--- src/rtl/cfg_own_pkg.sv ---
package cfg_own_pkg;
  localparam int unsigned NDIR = 2;
  localparam int unsigned DIR_DS = 0;
  localparam int unsigned DIR_US = 1;
  // field offsets inside a direction's half-word
  localparam int unsigned F_OWN  = 0;
  localparam int unsigned F_EN   = 1;
  localparam int unsigned F_SELF = 2;
  // word addresses
  localparam int unsigned W_OWN   = 0;
  localparam int unsigned W_CTL   = 1;
  localparam int unsigned W_DATA0 = 2;
endpackage

--- src/rtl/own_dir.sv ---
module own_dir (
  input  logic clk_i,
  input  logic rst_ni,
  input  logic en_i,
  input  logic acq_i,
  input  logic dacc_i,
  input  logic done_i,
  output logic own_o,
  output logic busy_o,
  output logic start_o
);
  logic issue;
  assign issue = dacc_i & en_i & ~busy_o;

  always_ff @(posedge clk_i or negedge rst_ni) begin
    if (!rst_ni) begin
      own_o   <= 1'b0;
      busy_o  <= 1'b0;
      start_o <= 1'b0;
    end else begin
      // completion wins over a same-cycle acquire
      own_o   <= done_i ? 1'b0 : (own_o | (acq_i & en_i));
      busy_o  <= issue | (busy_o & ~done_i);
      start_o <= issue;
    end
  end
endmodule

--- src/rtl/ctl_regs.sv ---
module ctl_regs #(
  parameter int unsigned DW = 16
) (
  input  logic          clk_i,
  input  logic          rst_ni,
  input  logic          p_wr_i,
  input  logic [DW-1:0] p_wdata_i,
  input  logic          s_wr_i,
  input  logic [DW-1:0] s_wdata_i,
  output logic [1:0]    en_o,
  output logic [1:0]    self_o
);
  import cfg_own_pkg::*;
  localparam int unsigned HALF = DW / 2;

  logic [DW-1:0] wsel;
  assign wsel = p_wr_i ? p_wdata_i : s_wdata_i;

  for (genvar d = 0; d < NDIR; d++) begin : g_dir
    always_ff @(posedge clk_i or negedge rst_ni) begin
      if (!rst_ni) begin
        en_o[d]   <= 1'b0;
        self_o[d] <= 1'b0;
      end else if (p_wr_i | s_wr_i) begin
        en_o[d]   <= wsel[d*HALF + F_EN];
        self_o[d] <= wsel[d*HALF + F_SELF];
      end
    end
  end
endmodule

--- src/rtl/rd_mux.sv ---
module rd_mux #(
  parameter int unsigned DW = 16,
  parameter int unsigned AW = 2
) (
  input  logic [AW-1:0] addr_i,
  input  logic [1:0]    own_i,
  input  logic [1:0]    en_i,
  input  logic [1:0]    self_i,
  output logic [DW-1:0] rdata_o
);
  import cfg_own_pkg::*;
  localparam int unsigned HALF = DW / 2;

  always_comb begin
    rdata_o = '0;
    for (int d = 0; d < NDIR; d++) begin
      if (addr_i == AW'(W_OWN)) begin
        rdata_o[d*HALF + F_OWN] = own_i[d];
      end else if (addr_i == AW'(W_CTL)) begin
        rdata_o[d*HALF + F_OWN]  = own_i[d];
        rdata_o[d*HALF + F_EN]   = en_i[d];
        rdata_o[d*HALF + F_SELF] = self_i[d];
      end
    end
  end
endmodule

--- src/rtl/cfg_own_sem.sv ---
module cfg_own_sem #(
  parameter int unsigned DW = 16,
  parameter int unsigned AW = 2
) (
  input  logic          clk_i,
  input  logic          rst_ni,
  input  logic          p_req_i,
  input  logic          p_we_i,
  input  logic [AW-1:0] p_addr_i,
  input  logic [DW-1:0] p_wdata_i,
  output logic [DW-1:0] p_rdata_o,
  input  logic          s_req_i,
  input  logic          s_we_i,
  input  logic [AW-1:0] s_addr_i,
  input  logic [DW-1:0] s_wdata_i,
  output logic [DW-1:0] s_rdata_o,
  input  logic          ds_done_i,
  input  logic          us_done_i,
  output logic          ds_start_o,
  output logic          us_start_o,
  output logic          ds_self_resp_o,
  output logic          us_self_resp_o
);
  import cfg_own_pkg::*;

  logic [1:0]          req, we, acq, dacc, own_q, busy_q, start, done, en, self_r;
  logic [1:0][AW-1:0]  addr;

  assign req  = {s_req_i, p_req_i};
  assign we   = {s_we_i, p_we_i};
  assign addr = {s_addr_i, p_addr_i};
  assign done = {us_done_i, ds_done_i};

  // side d owns direction d
  for (genvar d = 0; d < NDIR; d++) begin : g_dir
    assign acq[d]  = req[d] & ~we[d] & (addr[d] == AW'(W_OWN));
    assign dacc[d] = req[d] & (addr[d] == AW'(W_DATA0 + d));

    own_dir u_own (
      .clk_i   (clk_i),
      .rst_ni  (rst_ni),
      .en_i    (en[d]),
      .acq_i   (acq[d]),
      .dacc_i  (dacc[d]),
      .done_i  (done[d]),
      .own_o   (own_q[d]),
      .busy_o  (busy_q[d]),
      .start_o (start[d])
    );
  end

  ctl_regs #(.DW(DW)) u_ctl (
    .clk_i     (clk_i),
    .rst_ni    (rst_ni),
    .p_wr_i    (p_req_i & p_we_i & (p_addr_i == AW'(W_CTL))),
    .p_wdata_i (p_wdata_i),
    .s_wr_i    (s_req_i & s_we_i & (s_addr_i == AW'(W_CTL))),
    .s_wdata_i (s_wdata_i),
    .en_o      (en),
    .self_o    (self_r)
  );

  rd_mux #(.DW(DW), .AW(AW)) u_rd_p (
    .addr_i (p_addr_i), .own_i (own_q), .en_i (en), .self_i (self_r), .rdata_o (p_rdata_o)
  );
  rd_mux #(.DW(DW), .AW(AW)) u_rd_s (
    .addr_i (s_addr_i), .own_i (own_q), .en_i (en), .self_i (self_r), .rdata_o (s_rdata_o)
  );

  assign ds_start_o     = start[DIR_DS];
  assign us_start_o     = start[DIR_US];
  assign ds_self_resp_o = self_r[DIR_DS];
  assign us_self_resp_o = self_r[DIR_US];
endmodule

--- config.mk ---
export PLATFORM = sky130hd
export DESIGN_NAME = cfg_own_sem
export DESIGN_NICKNAME = d
export VERILOG_FILES = /design/src/rtl/cfg_own_pkg.sv /design/src/rtl/own_dir.sv /design/src/rtl/ctl_regs.sv /design/src/rtl/rd_mux.sv /design/src/rtl/cfg_own_sem.sv
export SDC_FILE = /design/constraint.sdc
export NUM_CORES = 1
export LEC_CHECK = 0
export ABC_AREA = 1
export CAP_MARGIN = 20
export CORE_MARGIN = 2
export CORE_UTILIZATION = 28
export CTS_CLUSTER_SIZE = 30
export DETAILED_ROUTE_END_ITERATION = 10
export HOLD_SLACK_MARGIN = 0.06
export MAX_ROUTING_LAYER = met4
export PLACE_DENSITY = 0.87
export SYNTH_ARGS = -nofsm -noshare
export SYNTH_HDL_FRONTEND = slang
export SYNTH_SLANG_ARGS = --single-unit
--- constraint.sdc ---
create_clock -name clk_i -period 0.98 [get_ports clk_i]
set_input_delay 0.147 -clock clk_i [delete_from_list [all_inputs] [get_ports clk_i]]
set_output_delay 0.147 -clock clk_i [all_outputs]
set_load 0.01 [all_outputs]
==> impl_results.md <==
- Synth unique cells: 14
- Area of the die: between 0.003 and 0.004 mm2
- Crit. Startpoint: u_ctl.self_o[1]
- Sequential area share after synthesis: 0.335
- 1st-iter DRT viols: 8
- Failing checks: negative setup slack
- CTS root buf: clkbuf_4
- Vias post-DR: ~750
- Critical path endpoint category: output pin
- Clk_skew: 0.00997 ns
- FF+latch count, synth: 10
- Clock slew at reported path FFs: about 0.07 ns
- Hold-fix buffers, CTS: 0
- Slowest stage delay, CP: about 0.38 ns
- Pwr dens: 1140 mW/mm2
- CTS buffer count: 3
- Post-layout util: 0.476
- WP data arrival: roughly 0.90 ns
- Hpwl dp: around 1500 um
- Post-synth ARST share: 1.00
- Rows: 18
- Most frequent cell after synthesis: buf_4
- Mapped Cells: 104
- Reg2Reg Launch Point: u_ctl.self_o[1]
- Slowest-stage cell, CP: dfrtp_1
- Max Fclk: around 0.95 GHz
- EDFF count, synth: 0
- GPL Wtd Cong: between 0.8 and 0.9
- Final worst-path cycle share: 1.07
- Fin crit period: 1.05 ns
- Fill count: approximately 260
- Gr usage total: 0.118
- YS warnings: 0
- Top_reg_cell synth: dfrtp_1
- Die Span X: 55.7 um
- Worst Setup EP: s_rdata_o[10]
- Final setup violation count: 14
- R2R setup slack: ~0.1 ns
- Post-synth top cells: 20 x buf_4, 18 x inv_1, 18 x nor2_1
- Vias in the first global route: 660
- CP cell instances: inv_1 -> nor2_1 -> buf_2
- Final Hold Vio Count: 0
- Critical path fanouts, max: 2
- Via density: between 3 and 4
- Status: finished with violations
- Slew Limit Fails: 0
- Worst setup SP type: flop
- CP Data Required Time: between 0.8 and 0.9 ns
- Maximum vdd drop: about 0.46 mV
- Synth Area per Inst: between 7 and 8 um2
- Initial antenna violation count: 0
- Top cells by area, synth: dfrtp_1 34%, buf_4 20%, nand3_1 10%
- Post-DR wirelength/cell: 9.58 um
- Setup TNS: -0.712 ns
- Area Growth Syn to Fin: 59.5%
- Final wirelength: 1820 um
- Number of max-cap violations: 0
- DRC viols: 0
- H-tree levels: 1
- CTS tree: yes
- Crit Reg-Reg Endpoint: u_ctl.self_o[1]
- Net count reported at finish: approximately 210
- Core area: roughly 0.0025 mm2
- Worst hold path class: in -> async
- Post-Syn Area: 747 um2
- Crit Path Class: reg -> out
- Yosys top cell by area: dfrtp_1
- Cells on worst reg2reg path: 4
- Number of antenna diodes: 0
- Largest net degree at the start of global routing: 11
- Final setup margin: -0.0700 ns
- DR pass1 iterations: 4
- Final ANT Viol Nets: 0
- Worst-Skew Late Latency: between 0.2 and 0.3 ns
- Post-Layout Cell Count: 190
- Die H: roughly 56 um
- Leakage power: around 0.67 nW
- Port Buffers: 35
- RSZ-0062 raised after global routing: true
- CTS Buffer Depth: 2
- Global-route wire length before repair: between 2000 and 3000 um
- Cells after DPL: ~180
- Sink Count: 10
- Synth top area share: 0.335
- Total gr overflow: 0
- Starting density of the core: 0.299
- Io pins: 80
- Layout cells sized above 1: 0.344
[repair_timing]
item	CTS	global route
pin swaps	6	5
cloned	0	1
setup buffers	3	2
endpoints found under the setup margin	20	18
gates resized for setup	79	8
[layout make-up]
| class | count | area (um2) | share of cell area |
|---|---|---|---|
| sequential | 10 | 250 | 0.210 |
| multi-input combinational | 75 | 382 | 0.320 |
| timing repair buffer | 52 | 409 | 0.343 |
| clock buffer | 4 | 36.3 | 0.0305 |
| inverter | 19 | 76.3 | 0.0641 |
| tap | 30 | 37.5 | 0.0315 |
[placed cells by master (no fill, tap or decap)]
master	Yosys	final
nand2_4	2	3
nor2_4	1	1
conb_1	1	20
o22ai_1	2	2
buf_2	0	14
clkinv_4	0	1
nor2_1	18	16
clkbuf_4	0	3
dlygate4sd2_1	0	4
inv_2	1	8
nand2_2	0	1
inv_1	18	10
nor2_2	0	2
clkdlybuf4s50_1	0	15
buf_6	0	3
nand4_1	1	1
clkbuf_8	0	1
nand2_8	0	1
nand4_4	1	1
nand3_1	15	15
a21oi_1	2	2
buf_4	20	16
dfrtp_1	10	10
nand2_1	12	10
[worst max-delay path, delay by kind of cell (launching register included)]
| family | cells | cell delay (ns) |
|---|---|---|
| AND/OR/NAND/NOR | 1 | 0.08 |
| flip-flops | 1 | 0.38 |
| buffers and inverters | 2 | 0.19 |
[power breakdown]
group / internal [W] / switching [W]
registers: 0.000458 / 0.0000287
clock network: 0.000225 / 0.000146
logic: 0.000255 / 0.000250
total: 0.000938 / 0.000425
[sequential cells by signal, summed over array words and instances, names as in the netlist]
register and cells:
g_dir.u_own.busy_o 2, g_dir.u_own.own_o 2, g_dir.u_own.start_o 2, u_ctl.en_o 2, u_ctl.self_o 2
[metrics by stage]
stage | setup WS [ns] | cell area (um2) | hold slack [ns] | total power [W]
after floorplan | 0.204 | 818 | -0.149 | 0.000735
after global placement | -0.656 | 1150 | 0.449 | 0.000962
final | -0.0700 | 1190 | 0.162 | 0.00136
after CTS | -0.0792 | 1150 | 0.167 | 0.00134
after detailed placement | -0.680 | 1150 | 0.455 | 0.000974
after global routing | -0.115 | 1190 | 0.169 | 0.00144
[metal layers]
layer | track usage | routed length [um] | share of wire
met3 | 0.0279 | 166 | 0.091
met4 | 0.0732 | 27 | 0.015
met5 | - | 0 | 0
met2 | 0.190 | 876 | 0.48
met1 | 0.131 | 749 | 0.41
[kinds of logic (layout without fill, tap and decap cells)]
kind of cell | Yosys count | after routing | share of synthesized area
AND/OR/NAND/NOR | 50 | 51 | 0.333
buffers and inverters | 39 | 75 | 0.296
flip-flops | 10 | 10 | 0.335
AO/OA/AOI/OAI | 4 | 4 | 0.0301
other | 1 | 20 | 0.00502
[worst min-delay path by stage]
stage | cells after the start | endpoint | from | slack (ns)
finish | 2 | g_dir[0].u_own.own_o | rst_ni | 0.16
global route | 2 | g_dir[0].u_own.own_o | rst_ni | 0.17
global placement | 2 | g_dir[0].u_own.own_o | rst_ni | 0.45
CTS | 2 | g_dir[0].u_own.own_o | rst_ni | 0.17
detailed placement | 2 | g_dir[0].u_own.own_o | rst_ni | 0.45
floorplan | 0 | g_dir[0].u_own.busy_o | rst_ni | -0.15
Power figures use the tool's default switching activity.
